===== src/rtl/bbs_pkg.sv =====
package bbs_pkg;
  typedef enum logic [1:0] {PORT_B8, PORT_B16, PORT_B32, PORT_B64} port_e;
  typedef enum logic {ST_IDLE, ST_ACT} state_e;
endpackage


===== src/rtl/bbs_ctrl.sv =====
module bbs_ctrl #(
  parameter int LANES = 8,
  parameter int BEATS = 4,
  localparam int OFF_W = $clog2(LANES),
  localparam int BEAT_W = (BEATS > 1) ? $clog2(BEATS) : 1
) (
  input  logic              clk,
  input  logic              rst_n,
  input  logic              start,
  input  logic              st_wr,
  input  logic              st_burst,
  input  logic [1:0]        st_size,
  input  logic [OFF_W-1:0]  st_off,
  input  logic [1:0]        st_port,
  input  logic              ack,
  input  logic              part_ack,
  input  logic              err,
  input  logic              retry,
  output logic              accept,
  output logic              active,
  output logic              wr_mode,
  output logic [BEAT_W-1:0] beat,
  output logic [OFF_W-1:0]  sub,
  output logic [OFF_W-1:0]  lane_base,
  output logic [OFF_W-1:0]  pb_mask,
  output logic              done,
  output logic              err_p,
  output logic              retry_p
);
  import bbs_pkg::*;

  localparam logic [BEAT_W-1:0] LAST_BURST = BEAT_W'(BEATS - 1);

  state_e            state_q, state_d;
  logic [BEAT_W-1:0] beat_q, beat_d;
  logic [OFF_W-1:0]  sub_q, sub_d;
  logic              done_q, done_d, err_q, err_d, retry_q, retry_d;
  logic              cfg_en;
  logic              wr_q, burst_q;
  logic [1:0]        size_q;
  logic [OFF_W-1:0]  off_q;
  port_e             port_q;
  logic [BEAT_W-1:0] last_beat;
  logic [OFF_W-1:0]  sz_mask, base, addr;

  assign last_beat = burst_q ? LAST_BURST : '0;

  // next-state process
  always_comb begin
    state_d = state_q;
    beat_d  = beat_q;
    sub_d   = sub_q;
    done_d  = 1'b0;
    err_d   = 1'b0;
    retry_d = 1'b0;
    cfg_en  = 1'b0;
    unique case (state_q)
      ST_IDLE: begin
        if (start) begin
          state_d = ST_ACT;
          beat_d  = '0;
          sub_d   = '0;
          cfg_en  = 1'b1;
        end
      end
      ST_ACT: begin
        if (err) begin
          state_d = ST_IDLE;
          err_d   = 1'b1;
        end else if (retry) begin
          state_d = ST_IDLE;
          retry_d = 1'b1;
        end else if (ack) begin
          if (beat_q == last_beat) begin
            state_d = ST_IDLE;
            done_d  = 1'b1;
          end else begin
            beat_d = beat_q + 1'b1;
            sub_d  = '0;
          end
        end else if (part_ack) begin
          sub_d = sub_q + 1'b1;
        end
      end
      default: state_d = ST_IDLE;
    endcase
  end

  // control registers
  always_ff @(posedge clk or negedge rst_n) begin
    if (!rst_n) begin
      state_q <= ST_IDLE;
      beat_q  <= '0;
      sub_q   <= '0;
      done_q  <= 1'b0;
      err_q   <= 1'b0;
      retry_q <= 1'b0;
    end else begin
      state_q <= state_d;
      beat_q  <= beat_d;
      sub_q   <= sub_d;
      done_q  <= done_d;
      err_q   <= err_d;
      retry_q <= retry_d;
    end
  end

  // configuration registers, loaded on accept only
  always_ff @(posedge clk) begin
    if (cfg_en) begin
      wr_q    <= st_wr;
      burst_q <= st_burst;
      size_q  <= st_size;
      off_q   <= st_off;
      port_q  <= port_e'(st_port);
    end
  end

  // chunk address of the current sub-beat
  always_comb begin
    sz_mask   = OFF_W'((1 << size_q) - 1);
    pb_mask   = OFF_W'((1 << port_q) - 1);
    base      = burst_q ? '0 : (off_q & ~sz_mask);
    addr      = base + (sub_q << port_q);
    lane_base = addr & ~pb_mask;
  end

  assign accept  = cfg_en;
  assign active  = (state_q == ST_ACT);
  assign wr_mode = wr_q;
  assign beat    = beat_q;
  assign sub     = sub_q;
  assign done    = done_q;
  assign err_p   = err_q;
  assign retry_p = retry_q;


  busy_rise_chk: assert property (@(posedge clk) disable iff (!rst_n)
    $rose(active) |-> $past(start) && beat_q == '0 && sub_q == '0);

  beat_step_chk: assert property (@(posedge clk) disable iff (!rst_n)
    active && ack && !err && !retry && beat_q != last_beat |=> active && beat_q == $past(beat_q) + 1'b1);

  done_release_chk: assert property (@(posedge clk) disable iff (!rst_n)
    done_q |-> !active && !err_q && !retry_q);

  err_abort_chk: assert property (@(posedge clk) disable iff (!rst_n)
    active && err |=> !active && err_q && !done_q);

  retry_abort_chk: assert property (@(posedge clk) disable iff (!rst_n)
    active && retry && !err |=> !active && retry_q && !done_q);

  start_ignored_chk: assert property (@(posedge clk) disable iff (!rst_n)
    active && start && !ack && !part_ack && !err && !retry |=> active && $stable(beat_q) && $stable(sub_q));
endmodule


===== src/rtl/bbs_lane_mux.sv =====
module bbs_lane_mux #(
  parameter int LANES = 8,
  localparam int DW = LANES * 8,
  localparam int OFF_W = $clog2(LANES)
) (
  input  logic [DW-1:0]    word,
  input  logic [OFF_W-1:0] lane_base,
  input  logic [OFF_W-1:0] pb_mask,
  output logic [DW-1:0]    lanes_out
);
  for (genvar k = 0; k < LANES; k++) begin : g_lane
    localparam logic [OFF_W-1:0] KIDX = OFF_W'(k);
    logic [OFF_W-1:0] src;
    always_comb begin
      src = lane_base | (KIDX & pb_mask);
      lanes_out[8*k +: 8] = word[8*src +: 8];
    end
  end
endmodule


===== src/rtl/bbs_rd_capture.sv =====
module bbs_rd_capture #(
  parameter int LANES = 8,
  parameter int BEATS = 4,
  localparam int DW = LANES * 8,
  localparam int OFF_W = $clog2(LANES),
  localparam int BEAT_W = (BEATS > 1) ? $clog2(BEATS) : 1
) (
  input  logic              clk,
  input  logic              rst_n,
  input  logic              cap_en,
  input  logic [DW-1:0]     d_in,
  input  logic [BEAT_W-1:0] beat,
  input  logic [OFF_W-1:0]  sub,
  output logic              rd_valid,
  output logic [DW-1:0]     rd_data,
  output logic [BEAT_W-1:0] rd_beat,
  output logic [OFF_W-1:0]  rd_sub
);
  always_ff @(posedge clk or negedge rst_n) begin
    if (!rst_n) rd_valid <= 1'b0;
    else        rd_valid <= cap_en;
  end

  always_ff @(posedge clk) begin
    if (cap_en) begin
      rd_data <= d_in;
      rd_beat <= beat;
      rd_sub  <= sub;
    end
  end
endmodule


===== src/rtl/bus_beat_seq.sv =====
module bus_beat_seq #(
  parameter int LANES = 8,
  parameter int BEATS = 4,
  localparam int DW = LANES * 8,
  localparam int OFF_W = $clog2(LANES),
  localparam int BEAT_W = (BEATS > 1) ? $clog2(BEATS) : 1
) (
  input  logic                clk,
  input  logic                rst_n,
  input  logic                req_start,
  input  logic                req_write,
  input  logic                req_burst,
  input  logic [1:0]          req_size,
  input  logic [OFF_W-1:0]    req_offset,
  input  logic [1:0]          req_port,
  input  logic [BEATS*DW-1:0] req_wdata,
  output logic                bus_busy_o,
  output logic [DW-1:0]       bus_data_o,
  output logic                bus_data_oe_o,
  input  logic [DW-1:0]       bus_data_i,
  input  logic                ack_i,
  input  logic                part_ack_i,
  input  logic                err_i,
  input  logic                retry_i,
  output logic                rd_valid_o,
  output logic [DW-1:0]       rd_data_o,
  output logic [BEAT_W-1:0]   rd_beat_o,
  output logic [OFF_W-1:0]    rd_sub_o,
  output logic                xfer_done_o,
  output logic                xfer_err_o,
  output logic                xfer_retry_o
);
  logic [1:0]          rst_sync;
  logic                rst_n_s;
  logic                accept, active, wr_mode;
  logic [BEAT_W-1:0]   beat;
  logic [OFF_W-1:0]    sub, lane_base, pb_mask;
  logic [BEATS*DW-1:0] wdata_q;
  logic [DW-1:0]       beat_word, lanes_out;
  logic                cap_en;

  // reset: asserted asynchronously, released on the clock
  always_ff @(posedge clk or negedge rst_n) begin
    if (!rst_n) rst_sync <= 2'b00;
    else        rst_sync <= {rst_sync[0], 1'b1};
  end
  assign rst_n_s = rst_sync[1];

  bbs_ctrl #(.LANES(LANES), .BEATS(BEATS)) u_ctrl (
    .clk(clk), .rst_n(rst_n_s),
    .start(req_start), .st_wr(req_write), .st_burst(req_burst),
    .st_size(req_size), .st_off(req_offset), .st_port(req_port),
    .ack(ack_i), .part_ack(part_ack_i), .err(err_i), .retry(retry_i),
    .accept(accept), .active(active), .wr_mode(wr_mode),
    .beat(beat), .sub(sub), .lane_base(lane_base), .pb_mask(pb_mask),
    .done(xfer_done_o), .err_p(xfer_err_o), .retry_p(xfer_retry_o)
  );

  // payload store, loaded on accept
  always_ff @(posedge clk) begin
    if (accept) wdata_q <= req_wdata;
  end

  assign beat_word = wdata_q[beat*DW +: DW];

  bbs_lane_mux #(.LANES(LANES)) u_mux (
    .word(beat_word), .lane_base(lane_base), .pb_mask(pb_mask), .lanes_out(lanes_out)
  );

  assign cap_en = active && !wr_mode && (ack_i || part_ack_i) && !err_i && !retry_i;

  bbs_rd_capture #(.LANES(LANES), .BEATS(BEATS)) u_cap (
    .clk(clk), .rst_n(rst_n_s), .cap_en(cap_en), .d_in(bus_data_i),
    .beat(beat), .sub(sub),
    .rd_valid(rd_valid_o), .rd_data(rd_data_o), .rd_beat(rd_beat_o), .rd_sub(rd_sub_o)
  );

  assign bus_busy_o    = active;
  assign bus_data_oe_o = active && wr_mode;
  assign bus_data_o    = bus_data_oe_o ? lanes_out : '0;


  oe_within_busy_chk: assert property (@(posedge clk) disable iff (!rst_n_s)
    bus_data_oe_o |-> bus_busy_o);

  rd_after_read_chk: assert property (@(posedge clk) disable iff (!rst_n_s)
    rd_valid_o |-> $past(bus_busy_o) && !$past(bus_data_oe_o));

  no_rd_on_err_chk: assert property (@(posedge clk) disable iff (!rst_n_s)
    xfer_err_o |-> !rd_valid_o && !xfer_done_o);
endmodule


===== config.mk =====
export PLATFORM = sky130hd
export DESIGN_NAME = bus_beat_seq
export DESIGN_NICKNAME = d
export VERILOG_FILES = /design/src/rtl/bbs_pkg.sv /design/src/rtl/bbs_ctrl.sv /design/src/rtl/bbs_lane_mux.sv /design/src/rtl/bbs_rd_capture.sv /design/src/rtl/bus_beat_seq.sv
export SDC_FILE = /design/constraint.sdc
export NUM_CORES = 1
export LEC_CHECK = 0
export ABC_AREA = 1
export BUFFER_PORTS_ARGS = -buffer_cell sky130_fd_sc_hd__buf_2
export CELL_PAD_IN_SITES_DETAIL_PLACEMENT = 1
export CELL_PAD_IN_SITES_GLOBAL_PLACEMENT = 1
export CORE_ASPECT_RATIO = 1.4
export CORE_UTILIZATION = 39
export CTS_CLUSTER_DIAMETER = 40
export DETAILED_ROUTE_END_ITERATION = 7
export GPL_ROUTABILITY_DRIVEN = 0
export GPL_TIMING_DRIVEN = 1
export PLACE_DENSITY_LB_ADDON = 0.3
export SETUP_SLACK_MARGIN = 0.05
export SYNTH_ARGS = -nofsm -noshare
export SYNTH_HDL_FRONTEND = slang
export SYNTH_SLANG_ARGS = --single-unit

===== constraint.sdc =====
create_clock -name clk -period 3.12 [get_ports clk]
set_input_delay 0.468 -clock clk [delete_from_list [all_inputs] [get_ports clk]]
set_output_delay 0.468 -clock clk [all_outputs]
set_load 0.005 [all_outputs]

## Word level (Yosys, flattened, before mapping)

Index checks and enable logic that the tools add are counted.

| word-level totals | value |
|---|---|
| bits in registers | 346 |
| word-level logic and storage cells | 98 |
| input port bits | 336 |

| operators by class | value |
|---|---|
| eq/ne operators | 8 |
| reductions and logical operators | 11 |
| multiplexer cells | 33 |
| shift operators | 12 |
| bitwise gates (word level) | 12 |
| $add $sub $neg | 5 |

Operators with widths:

| cell | count |
|---|---|
| $shiftx A64 B7 Y8 | 8 |
| $shiftx A256 B9 Y64 | 1 |
| $mux W64 | 1 |
| $mux W3 | 7 |
| $mux W1 | 16 |
| $mux W2 | 6 |
| $or A3 B3 Y3 | 4 |
| $ne A2 B2 Y1 const B | 5 |
| $reduce_and A5 Y1 | 2 |
| $and A3 B3 Y3 | 2 |
| $ne A3 B3 Y1 const B | 2 |
| $not A3 Y3 | 2 |
| $or A3 B2 Y3 | 2 |
| $pmux W3 S2 | 1 |
| $shl A1 B2 Y3 const A | 2 |
| $sub A3 B2 Y3 const B | 2 |
| $logic_and A1 B1 Y1 | 5 |
| $pmux W2 S2 | 1 |
| $add A3 B1 Y3 const B | 1 |
| $add A3 B3 Y3 | 1 |
| $logic_not A1 Y1 | 3 |
| $or A3 B1 Y3 | 1 |
| $shl A3 B2 Y3 | 1 |
| $add A2 B1 Y2 const B | 1 |
| other kinds (4) | 4 |

## Longest topological paths before layout

| depth | value |
|---|---|
| depth after elaboration | 10 |
| mapped depth | 15 |

## Cells and area by module

From an unflattened synthesis, not the netlist that was laid out.

| unflattened totals | value |
|---|---|
| cell total of the unflattened synthesis | 1829 |
| area, all modules | 16684.8 um2 |

Modules (own cells, without submodules):

| module | cells each | times used | seq. area each (um2) | area an instance (um2) |
|---|---|---|---|---|
| bus_beat_seq | 1150 | 1 | 7737.4 | 11400.9 |
| bbs_lane_mux | 498 | 1 | 0.0 | 2239.6 |
| bbs_rd_capture | 70 | 1 | 2097.0 | 2097.0 |
| bbs_ctrl | 111 | 1 | 495.5 | 947.2 |

## Worst setup path before layout

No wires, ideal clock.

| path | value |
|---|---|
| path kind | input-to-reg |
| from | in req_start |
| to | reg u_ctrl.beat_q[0] (netlist: u_ctrl.beat[0]) |
| setup slack | -10160 ps |
| cell stages on the path | 6 |
| setup time | 83 ps |
| data arrival time | 13197 ps |
| cells stage by stage | inv_1 nor2_1 o22ai_1 a21oi_1 nand3_1 o21ai_0 |

| between the ends | value |
|---|---|
| cells in the longest elaborated chain, start to end | 2 |

Ends and longest elaborated chain:

| item | RTL line | source |
|---|---|---|
| start: declaration | bus_beat_seq.sv:10 | `input logic req_start,` |
| $ne A2 B2 Y1 (no line) | -- |  |
| $reduce_and A5 Y1 (no line) | -- |  |
| end signal: assignment | bbs_ctrl.sv:100 | `beat_q <= beat_d;` |
| end: declaration | bbs_ctrl.sv:35 | `logic [BEAT_W-1:0] beat_q, beat_d;` |

Every way passes these cells.
A chain may end at the register's enable or synchronous reset.

## Worst setup path in the final report

| path | value |
|---|---|
| from | reg u_ctrl.size_q[1] |
| to | out bus_data_o[62] |

| between the ends | value |
|---|---|
| cells in the longest elaborated chain, start to end | 10 |

Ends and longest elaborated chain:

| item | RTL line | source |
|---|---|---|
| start: declaration | bbs_ctrl.sv:40 | `logic [1:0] size_q;` |
| start signal: assignment | bbs_ctrl.sv:113 | `size_q <= st_size;` |
| $shl A1 B2 Y3 | bbs_ctrl.sv:121 | `sz_mask = OFF_W'((1 << size_q) - 1);` |
| $sub A3 B2 Y3 | bbs_ctrl.sv:121 |  |
| $not A3 Y3 | bbs_ctrl.sv:123 | `base = burst_q ? '0 : (off_q & ~sz_mask);` |
| $and A3 B3 Y3 | bbs_ctrl.sv:123 |  |
| $mux W3 | bbs_ctrl.sv:123 |  |
| $add A3 B3 Y3 | bbs_ctrl.sv:124 | `addr = base + (sub_q << port_q);` |
| $and A3 B3 Y3 | bbs_ctrl.sv:125 | `lane_base = addr & ~pb_mask;` |
| $or A3 B3 Y3 | bbs_lane_mux.sv:15 | `src = lane_base \| (KIDX & pb_mask);` |
| $shiftx A64 B7 Y8 | bbs_lane_mux.sv:16 | `lanes_out[8*k +: 8] = word[8*src +: 8];` |
| $mux W64 | bus_beat_seq.sv:80 | `assign bus_data_o = bus_data_oe_o ? lanes_out : '0;` |
| end: declaration | bus_beat_seq.sv:18 | `output logic [DW-1:0] bus_data_o,` |

Every way passes these cells.

==> results.py <==
metrics = {
    "worst_hold_path": {
        "hold_path_class": "input pin to flop",
        "hp-start": "req_wdata[159]",
    },
    "worst_setup_path": {
        "cp_common_cell": "nand2_1",
        "crit_arrival_ns": 2.99,
        "start_kind": "flop",
        "end_kind": "primary output",
        "path_delay_family": "simple AND/OR/NAND/NOR gates",
        "path_cells": "nor4_2, ha_2, fa_2, nor2_4, buf_6, clkbuf_16, nand3_1, nand2_1, nand2_1, nand2_1, nor2_2, buf_2",
        "path_class": "flop to primary output",
        "cp-startpoint": "u_ctrl.size_q[1]",
        "critPathBufInv": 3,
        "cpPeakStageDelay_ns": 0.47,
        "reg2reg_from": "u_ctrl.active",
        "cp_data_required_time_ns": 2.65,
        "path_max_fanout": 8,
        "cpMaxStageDelayCell": "fa_2",
    },
    "clocking": {
        "clock_latency_ns": 0.56,
        "clockBufferDepth": 3,
        "htreeDepth": 2,
        "cts_root_buf": "clkbuf_16",
        "cts_sinks": 346,
        "cts_tree": "done",
        "cts_inserted_buffers": 44,
        "clk_pin_slew_worst_paths_ns": 0.06,
    },
    "yosys": {
        "netlist_area_um2": 15360,
        "ys_seq_area_share_pct": 67.26,
        "synth_ff_type": "edfxtp_1",
        "synth_seq_cells": 346,
        "syn_inst": 1489,
        "async_flop_share_pct": 3.468,
        "synth_nets": 1828,
        "synth_area_per_cell_um2": 10.31,
        "yosysWarnings": 0,
        "synth.distinct_cells": 25,
        "synth_edf_count": 334,
    },
    "drt": {
        "ant_nets": 0,
        "wl_per_cell_um": 24.43,
        "dr_total_vias": 13840,
        "firstDrtPassIters": 5,
        "drtIter0Drc": 1075,
        "route.detailed.drc": 0,
        "routed_wl_mm": 61.98,
        "viasPerCell": 5.457,
    },
    "global_route": {
        "grt_pass1_wl_mm": 88.67,
        "grt_pass1_vias": 14770,
        "track_usage_pct": 30.18,
        "grt_max_degree": 101,
        "overflow": 0,
        "antenna_found_initial": 12,
    },
    "layout": {
        "final_core_util_pct": 53.73,
        "area_growth_syn_to_layout_pct": 35.05,
        "drive_gt1_share_pct": 34.46,
        "instances_no_fill": 2537,
        "nets": 2315,
    },
    "floorplanning": {
        "row_count": 85,
        "die_height_um": 236.8,
        "coreArea_um2": 38610,
        "die_x_um": 169.7,
        "dieArea_um2": 40190,
        "start_util_pct": 39.78,
        "io_pins": 475,
    },
    "placement": {
        "dpl.hpwl_mm": 45.71,
        "numPortBuffers": 474,
        "dp_cells": 2439,
    },
    "timing": {
        "setup_slack_ns": -0.3343,
        "grt_setup_unrepaired": "true",
        "finalHoldViolations": 0,
        "fin_skew_ns": 0.01713,
        "setup_viol": 64,
        "layout_min_cycle_time_ns": 3.454,
        "timing.slew.headroom_pct": 60.10,
        "fin_crit_sh_pct": 110.7,
        "fmax_mhz": 289.5,
        "worst_slew_pin_slew_ns": 0.5985,
        "drv_slew": 0,
    },
    "run_status": {
        "status": "finished with violations",
        "violations": "setup timing",
    },
    "power_and_ir_drop": {
        "p_per_area_nw_per_um2": 774.0,
        "power_mw": 16.05,
        "ir_worst_vdd_uv": 455.3,
        "p_leak_nw": 8.895,
    },
    "job": {
        "drv_cap": 0,
    },
}
-- logic make-up (layout without fill, tap and decap cells) --
kind of cell / count (synthesis) / in the layout / synth area share [%]
compound gates: 75 / 75 / 2.460
fa+ha+maj: 3 / 3 / 0.2933
other cells: 1 / 8 / 0.02442
simple gates: 954 / 954 / 26.70
buf+inv: 110 / 629 / 3.267
flops: 346 / 346 / 67.26
-- metrics by stage --
step,cell area (um^2),hold slack (ns),setup TNS (ns),worst slack [ns]
finish,20740,0.07578,-16.38,-0.3343
CTS,20320,0.06001,-17.02,-0.3243
floorplan,15390,0.1209,-473.74,-2.031
global placement,18570,0.1877,0,0.1251
detailed placement,18570,0.2018,0,0.1235
global route,20740,0.06656,-25.05,-0.4729
-- cells in the final DEF (no fill, tap or decap), types with 8 or more instances in the layout --
master     count
buf_2        472
nand2_1      468
nand3_1      349
edfxtp_1     334
a21oi_1       59
nor2_1        57
clkbuf_16     50
nand3_2       36
buf_12        23
buf_4         20
nor2_2        18
inv_1         14
dfrtp_1       10
inv_2          8
-- path summary, 6_finish.rpt --
path | to | slack (ns) | depth (start not counted)
min in group asynchronous | u_ctrl.sub[0] | 0.18 | 0
max in group asynchronous | u_ctrl.beat[0] | 2.58 | 0
hold / removal | wdata_q[159] | 0.08 | 1
setup reg to reg | u_cap.rd_data[1] | 0.88 | 5
hold reg to reg | u_ctrl.sub[0] | 0.18 | 0
setup / recovery | bus_data_o[62] | -0.33 | 12
-- layout make-up --
type,instances,area [um^2]
tap,522,653.1
fill,4319,17860
inverter,24,95.09
timing repair buffer,527,3198
clock buffer,52,1184
clock inverter,26,336.6
multi-input combinational,1033,4922
sequential,346,10330
antenna,7,17.52
-- what timing repair did --
item / CTS / global route
cloned: 2 / 5
buffers inserted: 3 / 2
resized for setup: 41 / 61
hold endpoints to repair: 2 / 0
endpoints found under the setup margin: 64 / 64
hold buffers: 1 / 0
pin swaps: 8 / 11
-- power breakdown --
group / switching [mW] / total, mW / internal [mW]
sequential: 0.112 / 5.57 / 5.45
clock: 2.07 / 5.25 / 3.18
combinational: 3.67 / 5.24 / 1.57
total: 5.85 / 16.1 / 10.2
-- routing by layer --
layer  part of all wire (%)  wire (um)  GRT usage (%)
met5                  0.090         56              0
met2                     52      32370          55.34
met4                    5.9       3642          16.11
met1                     34      21010          31.57
met3                    7.9       4907          6.903
-- Yosys cell counts (2+ instances only) --
cell,count,area [um^2]
buf_2,59,295.3
nor2_1,77,289.0
nor4_1,2,12.51
o22ai_1,2,12.51
nand3_1,390,1952
a21oi_1,66,330.3
edfxtp_1,334,10030
ha_1,2,25.02
dfrtp_1,12,300.3
inv_2,4,15.01
inv_1,20,75.07
o21ai_1,4,20.02
o21ai_0,3,15.01
nand4_1,4,25.02
nor3_1,2,10.01
buf_4,4,30.03
clkbuf_1,22,82.58
nand2_1,475,1783
-- registers in the layout, indices dropped and copies added, names as in the netlist --
signal,count
u_ctrl.burst_q,1
u_ctrl.done,1
u_cap.rd_beat,2
u_ctrl.sub,3
wdata_q,256
u_ctrl.size_q,2
u_cap.rd_valid,1
u_ctrl.retry_p,1
u_ctrl.port_q,2
u_cap.rd_sub,3
u_cap.rd_data,64
u_ctrl.wr_mode,1
u_ctrl.off_q,3
u_ctrl.err_p,1
u_ctrl.active,1
u_ctrl.beat,2
rst_sync,2
-- worst reg2reg max path, cell delays in order (launching register included) --
cell     delay, ns
dfrtp_1       0.59
inv_1         0.20
nor3_1        0.35
inv_1         0.18
nor3_4        0.19
buf_12        0.34
Note: power is estimated with default switching activity, not from simulation.
